File: src/rtl/ssm_pkg.sv
package ssm_pkg;
  localparam int ADDR_W = 2;

  localparam logic [ADDR_W-1:0] A_DATA = 2'd0;
  localparam logic [ADDR_W-1:0] A_CFG  = 2'd1;
  localparam logic [ADDR_W-1:0] A_DIV  = 2'd2;
  localparam logic [ADDR_W-1:0] A_CLR  = 2'd3;

  localparam int C_CPOL  = 0;
  localparam int C_CPHA  = 1;
  localparam int C_LSB   = 2;
  localparam int C_RXEN  = 3;
  localparam int C_TXCIE = 4;
  localparam int C_DREIE = 5;

  localparam int S_TXC = 0;
  localparam int S_OVR = 1;
endpackage

File: src/rtl/ssm_clkgen.sv
module ssm_clkgen #(
  parameter int DIV_W = 8
) (
  input  logic             clk_i,
  input  logic             rst_ni,
  input  logic             run_i,
  input  logic [DIV_W-1:0] div_i,
  output logic             tick_o
);
  logic [DIV_W-1:0] cnt_q;

  assign tick_o = run_i && (cnt_q == div_i);

  always_ff @(posedge clk_i or negedge rst_ni) begin
    if (!rst_ni)                  cnt_q <= '0;
    else if (!run_i || tick_o)    cnt_q <= '0;
    else                          cnt_q <= cnt_q + 1'b1;
  end


  cnt_bound_chk: assert property (@(posedge clk_i) disable iff (!rst_ni)
    (run_i && !tick_o) |=> (cnt_q == $past(cnt_q) + 1'b1));
endmodule

File: src/rtl/ssm_shifter.sv
module ssm_shifter #(
  parameter int W     = 8,
  parameter int DIV_W = 8
) (
  input  logic             clk_i,
  input  logic             rst_ni,
  input  logic             hold_full_i,
  input  logic [W-1:0]     hold_data_i,
  input  logic             cpol_i,
  input  logic             cpha_i,
  input  logic             lsb_i,
  input  logic             rx_en_i,
  input  logic [DIV_W-1:0] div_i,
  input  logic             miso_i,
  output logic             take_o,
  output logic             busy_o,
  output logic             done_o,
  output logic             sck_o,
  output logic             mosi_o,
  output logic             rx_push_o,
  output logic [W-1:0]     rx_byte_o
);
  localparam int BIT_W = $clog2(W);
  localparam logic [BIT_W-1:0] LAST_BIT = BIT_W'(W-1);

  logic             busy_q, half_q;
  logic [BIT_W-1:0] bit_q;
  logic [W-1:0]     tx_sr_q, rx_sr_q;
  logic             cpol_l, cpha_l, lsb_l, rxen_l;
  logic [DIV_W-1:0] div_l;
  logic             tick, last_edge, sck_act;

  ssm_clkgen #(.DIV_W(DIV_W)) u_clkgen (
    .clk_i  (clk_i),
    .rst_ni (rst_ni),
    .run_i  (busy_q),
    .div_i  (div_l),
    .tick_o (tick)
  );

  assign last_edge = busy_q && tick && half_q && (bit_q == LAST_BIT);
  assign take_o    = hold_full_i && (!busy_q || last_edge);

  always_ff @(posedge clk_i or negedge rst_ni) begin
    if (!rst_ni) begin
      busy_q  <= 1'b0;
      half_q  <= 1'b0;
      bit_q   <= '0;
      tx_sr_q <= '0;
      rx_sr_q <= '0;
      cpol_l  <= 1'b0;
      cpha_l  <= 1'b0;
      lsb_l   <= 1'b0;
      rxen_l  <= 1'b0;
      div_l   <= '0;
    end else if (take_o) begin
      busy_q  <= 1'b1;
      half_q  <= 1'b0;
      bit_q   <= '0;
      tx_sr_q <= hold_data_i;
      cpol_l  <= cpol_i;
      cpha_l  <= cpha_i;
      lsb_l   <= lsb_i;
      rxen_l  <= rx_en_i;
      div_l   <= div_i;
    end else if (last_edge) begin
      busy_q <= 1'b0;
      half_q <= 1'b0;
    end else if (busy_q && tick) begin
      if (!half_q) begin
        half_q  <= 1'b1;
        rx_sr_q <= lsb_l ? {miso_i, rx_sr_q[W-1:1]} : {rx_sr_q[W-2:0], miso_i};
      end else begin
        half_q  <= 1'b0;
        bit_q   <= bit_q + 1'b1;
        tx_sr_q <= lsb_l ? {1'b0, tx_sr_q[W-1:1]} : {tx_sr_q[W-2:0], 1'b0};
      end
    end
  end

  // phase 0: clock active in second half; phase 1: in first half
  assign sck_act   = cpha_l ? !half_q : half_q;
  assign sck_o     = busy_q ? (cpol_l ^ sck_act) : cpol_i;
  assign mosi_o    = lsb_l ? tx_sr_q[0] : tx_sr_q[W-1];
  assign busy_o    = busy_q;
  assign done_o    = last_edge;
  assign rx_push_o = last_edge && rxen_l;
  assign rx_byte_o = rx_sr_q;


  half_hold_chk: assert property (@(posedge clk_i) disable iff (!rst_ni)
    (busy_q && !tick) |=> (busy_q && $stable(half_q) && $stable(bit_q)));


  gapless_reload_chk: assert property (@(posedge clk_i) disable iff (!rst_ni)
    (last_edge && hold_full_i) |=> (busy_q && bit_q == '0 && !half_q));
endmodule

File: src/rtl/ssm_rx_fifo.sv
module ssm_rx_fifo #(
  parameter int W     = 8,
  parameter int DEPTH = 2
) (
  input  logic         clk_i,
  input  logic         rst_ni,
  input  logic         push_i,
  input  logic [W-1:0] data_i,
  input  logic         pop_i,
  input  logic         clr_ovr_i,
  output logic [W-1:0] head_o,
  output logic         valid_o,
  output logic         ovr_o
);
  localparam int PTR_W = (DEPTH > 1) ? $clog2(DEPTH) : 1;
  localparam int CNT_W = $clog2(DEPTH + 1);
  localparam logic [PTR_W-1:0] PTR_MAX = PTR_W'(DEPTH - 1);
  localparam logic [CNT_W-1:0] CNT_FULL = CNT_W'(DEPTH);

  logic [W-1:0]     mem_q [DEPTH];
  logic [PTR_W-1:0] wr_q, rd_q;
  logic [CNT_W-1:0] cnt_q;
  logic             full, do_pop, do_push, ovr_q;

  assign full    = (cnt_q == CNT_FULL);
  assign do_pop  = pop_i && (cnt_q != '0);
  assign do_push = push_i && (!full || do_pop);

  always_ff @(posedge clk_i or negedge rst_ni) begin
    if (!rst_ni) begin
      for (int i = 0; i < DEPTH; i++) mem_q[i] <= '0;
      wr_q  <= '0;
      rd_q  <= '0;
      cnt_q <= '0;
      ovr_q <= 1'b0;
    end else begin
      if (do_push) begin
        mem_q[wr_q] <= data_i;
        wr_q <= (wr_q == PTR_MAX) ? '0 : wr_q + 1'b1;
      end
      if (do_pop) rd_q <= (rd_q == PTR_MAX) ? '0 : rd_q + 1'b1;
      if (do_push && !do_pop)      cnt_q <= cnt_q + 1'b1;
      else if (do_pop && !do_push) cnt_q <= cnt_q - 1'b1;
      if (push_i && !do_push) ovr_q <= 1'b1;
      else if (clr_ovr_i)     ovr_q <= 1'b0;
    end
  end

  assign head_o  = mem_q[rd_q];
  assign valid_o = (cnt_q != '0);
  assign ovr_o   = ovr_q;


  overflow_flag_chk: assert property (@(posedge clk_i) disable iff (!rst_ni)
    (push_i && full && !pop_i) |=> ovr_q);


  not_flushed_chk: assert property (@(posedge clk_i) disable iff (!rst_ni)
    (cnt_q != '0 && !pop_i) |=> (valid_o && $stable(head_o)));
endmodule

File: src/rtl/sync_ser_master.sv
module sync_ser_master
  import ssm_pkg::*;
#(
  parameter int DATA_W     = 8,
  parameter int DIV_W      = 8,
  parameter int FIFO_DEPTH = 2
) (
  input  logic              clk_i,
  input  logic              rst_ni,
  input  logic              wr_en_i,
  input  logic [ADDR_W-1:0] wr_addr_i,
  input  logic [DATA_W-1:0] wr_data_i,
  input  logic              rx_pop_i,
  input  logic              irq_ack_i,
  input  logic              miso_i,
  output logic              sck_o,
  output logic              mosi_o,
  output logic              dre_o,
  output logic              txc_o,
  output logic [DATA_W-1:0] rx_data_o,
  output logic              rx_valid_o,
  output logic              rx_ovr_o,
  output logic              irq_o
);
  logic              wr_dat, wr_cfg, wr_div, clr_txc, clr_ovr;
  logic [DATA_W-1:0] hold_q;
  logic              hold_full_q, txc_q;
  logic              cpol_q, cpha_q, lsb_q, rxen_q, txcie_q, dreie_q;
  logic [DIV_W-1:0]  div_q;
  logic              take, busy, done, rx_push;
  logic [DATA_W-1:0] rx_byte;

  assign wr_dat  = wr_en_i && (wr_addr_i == A_DATA);
  assign wr_cfg  = wr_en_i && (wr_addr_i == A_CFG);
  assign wr_div  = wr_en_i && (wr_addr_i == A_DIV);
  assign clr_txc = (wr_en_i && (wr_addr_i == A_CLR) && wr_data_i[S_TXC]) || irq_ack_i;
  assign clr_ovr = wr_en_i && (wr_addr_i == A_CLR) && wr_data_i[S_OVR];

  always_ff @(posedge clk_i or negedge rst_ni) begin
    if (!rst_ni) begin
      hold_q      <= '0;
      hold_full_q <= 1'b0;
      txc_q       <= 1'b0;
      cpol_q      <= 1'b0;
      cpha_q      <= 1'b0;
      lsb_q       <= 1'b0;
      rxen_q      <= 1'b0;
      txcie_q     <= 1'b0;
      dreie_q     <= 1'b0;
      div_q       <= '0;
    end else begin
      if (wr_dat && !hold_full_q) begin
        hold_q      <= wr_data_i;
        hold_full_q <= 1'b1;
      end else if (take) begin
        hold_full_q <= 1'b0;
      end
      if (done && !take) txc_q <= 1'b1;
      else if (clr_txc)  txc_q <= 1'b0;
      if (wr_cfg) begin
        cpol_q  <= wr_data_i[C_CPOL];
        cpha_q  <= wr_data_i[C_CPHA];
        lsb_q   <= wr_data_i[C_LSB];
        rxen_q  <= wr_data_i[C_RXEN];
        txcie_q <= wr_data_i[C_TXCIE];
        dreie_q <= wr_data_i[C_DREIE];
      end
      if (wr_div) div_q <= wr_data_i[DIV_W-1:0];
    end
  end

  ssm_shifter #(.W(DATA_W), .DIV_W(DIV_W)) u_shifter (
    .clk_i       (clk_i),
    .rst_ni      (rst_ni),
    .hold_full_i (hold_full_q),
    .hold_data_i (hold_q),
    .cpol_i      (cpol_q),
    .cpha_i      (cpha_q),
    .lsb_i       (lsb_q),
    .rx_en_i     (rxen_q),
    .div_i       (div_q),
    .miso_i      (miso_i),
    .take_o      (take),
    .busy_o      (busy),
    .done_o      (done),
    .sck_o       (sck_o),
    .mosi_o      (mosi_o),
    .rx_push_o   (rx_push),
    .rx_byte_o   (rx_byte)
  );

  ssm_rx_fifo #(.W(DATA_W), .DEPTH(FIFO_DEPTH)) u_rx_fifo (
    .clk_i     (clk_i),
    .rst_ni    (rst_ni),
    .push_i    (rx_push),
    .data_i    (rx_byte),
    .pop_i     (rx_pop_i),
    .clr_ovr_i (clr_ovr),
    .head_o    (rx_data_o),
    .valid_o   (rx_valid_o),
    .ovr_o     (rx_ovr_o)
  );

  assign dre_o = !hold_full_q;
  assign txc_o = txc_q;
  assign irq_o = (txc_q && txcie_q) || (!hold_full_q && dreie_q);


  ignored_write_chk: assert property (@(posedge clk_i) disable iff (!rst_ni)
    (hold_full_q && wr_dat) |=> $stable(hold_q));


  txc_idle_chk: assert property (@(posedge clk_i) disable iff (!rst_ni)
    $rose(txc_q) |-> !busy);


  txc_sticky_chk: assert property (@(posedge clk_i) disable iff (!rst_ni)
    (txc_q && !clr_txc) |=> txc_q);
endmodule

File: config.mk
export PLATFORM = sky130hd
export DESIGN_NAME = sync_ser_master
export DESIGN_NICKNAME = d
export VERILOG_FILES = /design/src/rtl/ssm_pkg.sv /design/src/rtl/ssm_clkgen.sv /design/src/rtl/ssm_shifter.sv /design/src/rtl/ssm_rx_fifo.sv /design/src/rtl/sync_ser_master.sv
export SDC_FILE = /design/constraint.sdc
export NUM_CORES = 1
export LEC_CHECK = 0
export BUFFER_PORTS_ARGS = -buffer_cell sky130_fd_sc_hd__buf_2
export CORE_MARGIN = 4
export CORE_UTILIZATION = 38
export CTS_BUF_LIST = sky130_fd_sc_hd__clkbuf_4
export DETAILED_ROUTE_END_ITERATION = 12
export GPL_TIMING_DRIVEN = 0
export MAX_ROUTING_LAYER = met4
export PLACE_DENSITY = 0.59
export SYNTH_ARGS = -nofsm -noshare
export SYNTH_HDL_FRONTEND = slang
export SYNTH_SLANG_ARGS = --single-unit
File: constraint.sdc
create_clock -name clk_i -period 2.7 [get_ports clk_i]
set_clock_uncertainty 0.15 [all_clocks]
set_input_delay 0.54 -clock clk_i [delete_from_list [all_inputs] [get_ports clk_i]]
set_output_delay 0.54 -clock clk_i [all_outputs]
set_load 0.005 [all_outputs]
* Word level (Yosys, flattened, before mapping)
Cells that the tools add are included.
Widths: inputs -> output; s select.
** Word-level totals
- Bits of input ports :: 16
- Flip-flop bits (word level) :: 86
- Logic and storage cells :: 131
- Output and inout port bits :: 15
** Operators by class
- Add/sub/neg operators :: 6
- $lt $le $gt $ge :: 3
- Muxes and demuxes :: 36
- Equality and inequality tests :: 7
- Bitwise gates (word level) :: 6
- Reduce and logical (&&, ||, !) cells :: 46
** Operators by type and width (count)
- $mux 8 :: 11
- $logic_and 1x1->1 :: 22
- $mux 1 :: 17
- $bwmux 16 :: 1
- $reduce_bool 2->1 :: 8
- $mux 3 :: 4
- $add 8x1->8 const B :: 1
- $demux 8 s1 :: 1
- $eq 8x8->1 :: 1
- $logic_not 1->1 :: 7
- $eq 2x2->1 const B :: 3
- $logic_or 1x1->1 :: 5
- $ge 2x2->1 const B :: 2
- $mux 2 :: 2
- $not 1->2 :: 2
- $reduce_and 4->1 :: 1
- $add 3x1->3 const B :: 1
- $eq 3x3->1 const B :: 1
- $not 1->1 :: 3
- $reduce_and 3->1 :: 1
- $reduce_bool 3->1 :: 1
- $add 1x1->1 const B :: 2
- $add 2x1->2 const B :: 1
- $eq 2x1->1 const B :: 1
- 5 further kinds :: 5

* Logic depth before layout (Yosys ltp)
- Depth in word-level cells :: 11
- Depth in mapped cells :: 10
- Gate-level depth less buffers :: 9

* Modules after synthesis
Synthesis repeated with hierarchy kept, for this count alone.
** Unflattened totals
- Cells, all modules :: 295
- Area total of the unflattened synthesis :: 3988.8 sq um
** By module, submodules not included
- ssm_shifter :: cells an instance 129, area each 1610.3 sq um, times used 1, sequential area each 825.8 sq um
- sync_ser_master :: cells an instance 57, area each 939.7 sq um, times used 1, sequential area each 600.6 sq um
- ssm_rx_fifo :: cells an instance 63, area each 938.4 sq um, times used 1, sequential area each 525.5 sq um
- ssm_clkgen :: cells an instance 46, area each 500.5 sq um, times used 1, sequential area each 200.2 sq um

* Worst setup path after synthesis
No wires, ideal clock.
- Kind :: register -> register
- From :: reg u_shifter.u_clkgen.cnt_q[3]
- To :: reg u_rx_fifo.mem_q[0] in the netlist's numbering
- Setup slack :: -0.135 ns
- Clock period less this slack :: 2.835 ns
- Required time :: 2.425 ns
- Setup time :: 0.125 ns
- Arrival :: 2.560 ns
- Cell stages (with the launch flop) :: 8
- Path through :: dfrtp_1 > xor2_1 > or3b_1 > or4_1 > buf_2 > or4b_4 > buf_6 > mux2_4
** On the way
- Cells in the longest elaborated chain, start to end :: 7
** Ends and longest elaborated chain
- start, declared :: line ssm_clkgen.sv:10 : logic [DIV_W-1:0] cnt_q;
- start signal, assigned :: line ssm_clkgen.sv:17 : else cnt_q <= cnt_q + 1'b1;
- $eq 8x8->1 :: line ssm_clkgen.sv:12 : assign tick_o = run_i && (cnt_q == div_i);
- $logic_and 1x1->1 :: line ssm_clkgen.sv:12
- $logic_and 1x1->1 (3 in series) :: line ssm_shifter.sv:41 : assign last_edge = busy_q && tick && half_q && (bit_q == LAST_BIT);
- $logic_and 1x1->1 :: line ssm_shifter.sv:87 : assign rx_push_o = last_edge && rxen_l;
- $logic_and 1x1->1 :: line ssm_rx_fifo.sv:27 : assign do_push = push_i && (!full || do_pop);
- end signal, assigned by index :: line ssm_rx_fifo.sv:38 : mem_q[wr_q] <= data_i;
- end, declared :: line ssm_rx_fifo.sv:20 : logic [W-1:0] mem_q [DEPTH];
Every way passes these cells.
A chain may end at the register's enable or synchronous reset.

* Worst setup path after layout
Same ends and word-level chain as after synthesis.

==> impl_metrics.json <==
{
  "yosys_warnings": 0,
  "worst_slack_ns": -0.1203,
  "drc_errors": 0,
  "fmax_mhz": 354.6,
  "yosysMostFrequentCell": "dfrtp_1",
  "setup_viol": 13,
  "die_w_um": 109.9,
  "worstReg2RegStart": "u_shifter.u_clkgen.cnt_q[3]$_DFF_PN0_",
  "ir_worst_vdd_v": 0.0004291,
  "timing_worst_setup_path_type": "reg2reg",
  "initial_utilization_pct": 39.64,
  "drv_cap": 0,
  "io_pins": 31,
  "vias": 2381,
  "yosysTopAreaCell": "dfrtp_1",
  "viasPerCell": 4.981,
  "cts.sinks": 86,
  "min_from": "wr_data_i[7]",
  "hold_slack_ns": 0.1787,
  "wirelength_um": 7645,
  "p_leak_nw": 2.158,
  "final_max_slew_viol_count": 0,
  "synth_top_area_share_pct": 54.53,
  "cts_tree": "built",
  "grt_pass1_vias": 2464,
  "multiInputGateArea_um2": 1784,
  "worstSetupStartpointType": "flop",
  "violations": "setup timing",
  "power.total_mw": 3.995,
  "drt-wirelength-per-cell_um": 15.99,
  "htreeDepth": 3,
  "clockBufferDepth": 2,
  "ant_nets": 0,
  "p_int_mw": 2.678,
  "synthTopCellsByArea": "dfrtp_1 55%, mux2_2 24%, mux2_4 3.0%, xnor2_1 2.4%, xor2_1 2.2%",
  "synth_cells": 289,
  "crit_fanout": 8,
  "worstPathArrival_ns": 3.00,
  "initialDrtViolationCount": 106,
  "numCtsBuffers": 9,
  "slowest_stage": "or4b_4",
  "fillers": 932,
  "status": "complete, but fails checks",
  "holdPathEnd": "hold_q[7]$_DFFE_PN0P_",
  "relSlewSlack_pct": 42.29,
  "seqCellArea_um2": 2153,
  "synth-seq-cells": 86,
  "syn_area_per_cell_um2": 13.65,
  "antenna_cells": 0,
  "syn2layout_area_growth_pct": 16.33,
  "synth-seq-area-share_pct": 54.53,
  "switching_share_pct": 32.97,
  "reg2reg_to": "u_rx_fifo.mem_q[0]$_DFFE_PN0P_",
  "cts_root_buf": "clkbuf_4",
  "worst-endpoint-required_ns": 2.88,
  "grt_use_total_pct": 14.01,
  "comb_power_share_pct": 31.3,
  "hold_violations": 0,
  "tightest_slew_ns": 0.8563,
  "die-height_um": 109.9,
  "die-area_um2": 12080,
  "port_buffers": 30,
  "synth-edff-count": 0,
  "grt_pass1_wl_um": 12610,
  "max_stage_delay_ns": 0.66,
  "grt_max_degree": 47,
  "hp-class": "in2reg",
  "dp_hpwl_um": 5218,
  "synthArstFlopShare_pct": 100.0,
  "clk_latency_ns": 0.42,
  "crit_chain": "xor2_2 -> or3b_4 -> or4_4 -> or4b_4 -> mux2_4",
  "period_share_pct": 104.5,
  "reg2reg_slack_ns": -0.12,
  "reg2regPathDepth": 5,
  "place.gp.congestion": 0.7355,
  "cellPowerDensity_nw_per_um2": 870.2,
  "coreArea_um2": 9955,
  "p_switching_mw": 1.317,
  "synth_common_cells": "86 x dfrtp_1, 83 x mux2_2, 12 x nor2_1",
  "final_nets": 360,
  "sequentialPowerShare_pct": 49.4,
  "synth_flop_cell": "dfrtp_1",
  "num_rows": 36,
  "grt_overflow": 0,
  "hold_depth": 3,
  "drive_above_1_share_pct": 47.83,
  "synthesis.nets": 309,
  "setup.worst_path.end_class": "flop",
  "pwr-share-clk_pct": 19.2,
  "cts.clk_slew.worst_paths_ns": 0.14,
  "synthesis.area_um2": 3946,
  "synth_cell_types": 36,
  "rsz0062_at_grt": "yes",
  "timing.final.crit_period_ns": 2.820,
  "antenna_found_initial": 0,
  "first_pass_iters": 4
}
==> worst max-delay path, delay by kind of cell (launching register included) <==
family           cells  cell delay (ns)
flip-flops           1             0.44
XOR/XNOR             1             0.19
multiplexers         1             0.33
AND/OR/NAND/NOR      3             1.62
==> metal layers <==
| layer | track usage (%) | vias up | routed length [µm] | share of wire [%] |
|---|---|---|---|---|
| li1 | - | 1130 | - | - |
| met1 | 18.76 | 1195 | 3750 | 49 |
| met2 | 21.49 | 50 | 3499 | 46 |
| met3 | 3.230 | 6 | 341 | 4.5 |
| met4 | 3.740 | 0 | 54 | 0.71 |
| met5 | - | - | 0 | 0 |
==> cells in the final DEF, fill, tap and decap left out, types with 2 or more instances in the layout <==
cell / instances
dfrtp_1: 85
mux2_2: 76
buf_2: 29
mux2_4: 15
nor2_1: 12
buf_4: 12
xnor2_1: 11
nand2_1: 11
clkbuf_4: 11
inv_1: 8
xor2_1: 8
nand3_1: 5
o21ai_0: 5
nand4_1: 4
clkbuf_1: 4
a22o_1: 4
ha_1: 4
clkinvlp_4: 3
nor3b_1: 2
xor2_2: 2
o41ai_2: 2
and3_1: 2
nand2b_1: 2
nor2b_1: 2
a222oi_1: 2
nand3b_1: 2
a31o_2: 2
inv_6: 2
==> flip-flops by register name (all words and copies together) (netlist names), 2 cells and up <==
signal	count
div_q	8
hold_q	8
u_rx_fifo.cnt_q	2
u_rx_fifo.mem_q	16
u_shifter.bit_q	3
u_shifter.div_l	8
u_shifter.rx_byte_o	8
u_shifter.tx_sr_q	8
u_shifter.u_clkgen.cnt_q	8
==> timing repair <==
| action | in CTS | in global routing |
|---|---|---|
| endpoints found under the setup margin | 38 | 34 |
| gates resized for setup | 17 | 7 |
| setup buffers | 7 | 4 |
| hold buffers | 1 | 0 |
| pin swaps | 4 | 5 |
| gates cloned | 0 | 0 |
| endpoints found under the hold margin | 40 | 0 |
==> metrics by stage <==
step / instance area [µm²] / setup TNS [ns] / utilization, % / std cells / setup WS (ns)
2_1_floorplan: 3946 / -1.079 / - / 289 / -0.1348
3_5_place_dp: 4300 / -12.32 / 43.20 / 453 / -0.5349
6_report: 4591 / -0.9409 / 46.12 / 478 / -0.1203
4_1_cts: 4567 / -5.092 / 45.88 / 477 / -0.2211
5_1_grt: 4591 / -2.959 / 46.12 / 478 / -0.1797
3_3_place_gp: 4263 / -11.15 / 42.82 / 452 / -0.4814
==> power by group through the flow <==
stage / Clock (mW) / Combinational (mW) / Sequential [mW]
2_1_floorplan: 0 / 0.920 / 1.88
4_1_cts: 0.793 / 1.24 / 1.95
5_1_grt: 0.845 / 1.41 / 2.03
3_5_place_dp: 0 / 1.17 / 1.99
3_3_place_gp: 0 / 1.12 / 1.98
6_report: 0.768 / 1.25 / 1.97
==> kinds of logic after synthesis <==
| group | synth area share (%) |
|---|---|
| buffers and inverters | 1.966 |
| DFF | 54.53 |
| muxes | 26.73 |
| AOI/OAI and AO/OA | 3.329 |
| xor gates and xnor gates | 4.661 |
| adders and majority gates | 1.268 |
| and+or+nand+nor | 7.514 |
==> final cells by class <==
class	instances	share of cell area, %
Multi-Input combinational cell	185	38.87
Clock inverter	6	1.526
Clock buffer	10	1.635
Buffer	7	0.7632
Sequential cell	86	46.91
Inverter	8	0.6541
Timing Repair Buffer	43	6.023
Tap cell	133	3.625
==> worst max-delay path by stage <==
stage | from | depth (start not counted) | to | slack, ns
4_1_cts | u_shifter.u_clkgen.cnt_q[0]$_DFF_PN0_ | 7 | u_rx_fifo.mem_q[6]$_DFFE_PN0P_ | -0.22
3_3_place_gp | u_shifter.u_clkgen.cnt_q[0]$_DFF_PN0_ | 6 | u_shifter.lsb_l$_DFFE_PN0P_ | -0.48
6_report | u_shifter.u_clkgen.cnt_q[3]$_DFF_PN0_ | 5 | u_rx_fifo.mem_q[0]$_DFFE_PN0P_ | -0.12
3_5_place_dp | u_shifter.u_clkgen.cnt_q[0]$_DFF_PN0_ | 6 | u_shifter.cpha_l$_DFFE_PN0P_ | -0.53
2_1_floorplan | u_shifter.u_clkgen.cnt_q[3]$_DFF_PN0_ | 7 | u_rx_fifo.mem_q[0]$_DFFE_PN0P_ | -0.13
5_1_grt | u_shifter.u_clkgen.cnt_q[3]$_DFF_PN0_ | 5 | u_rx_fifo.mem_q[5]$_DFFE_PN0P_ | -0.18
(Power assumes the default switching activity.)
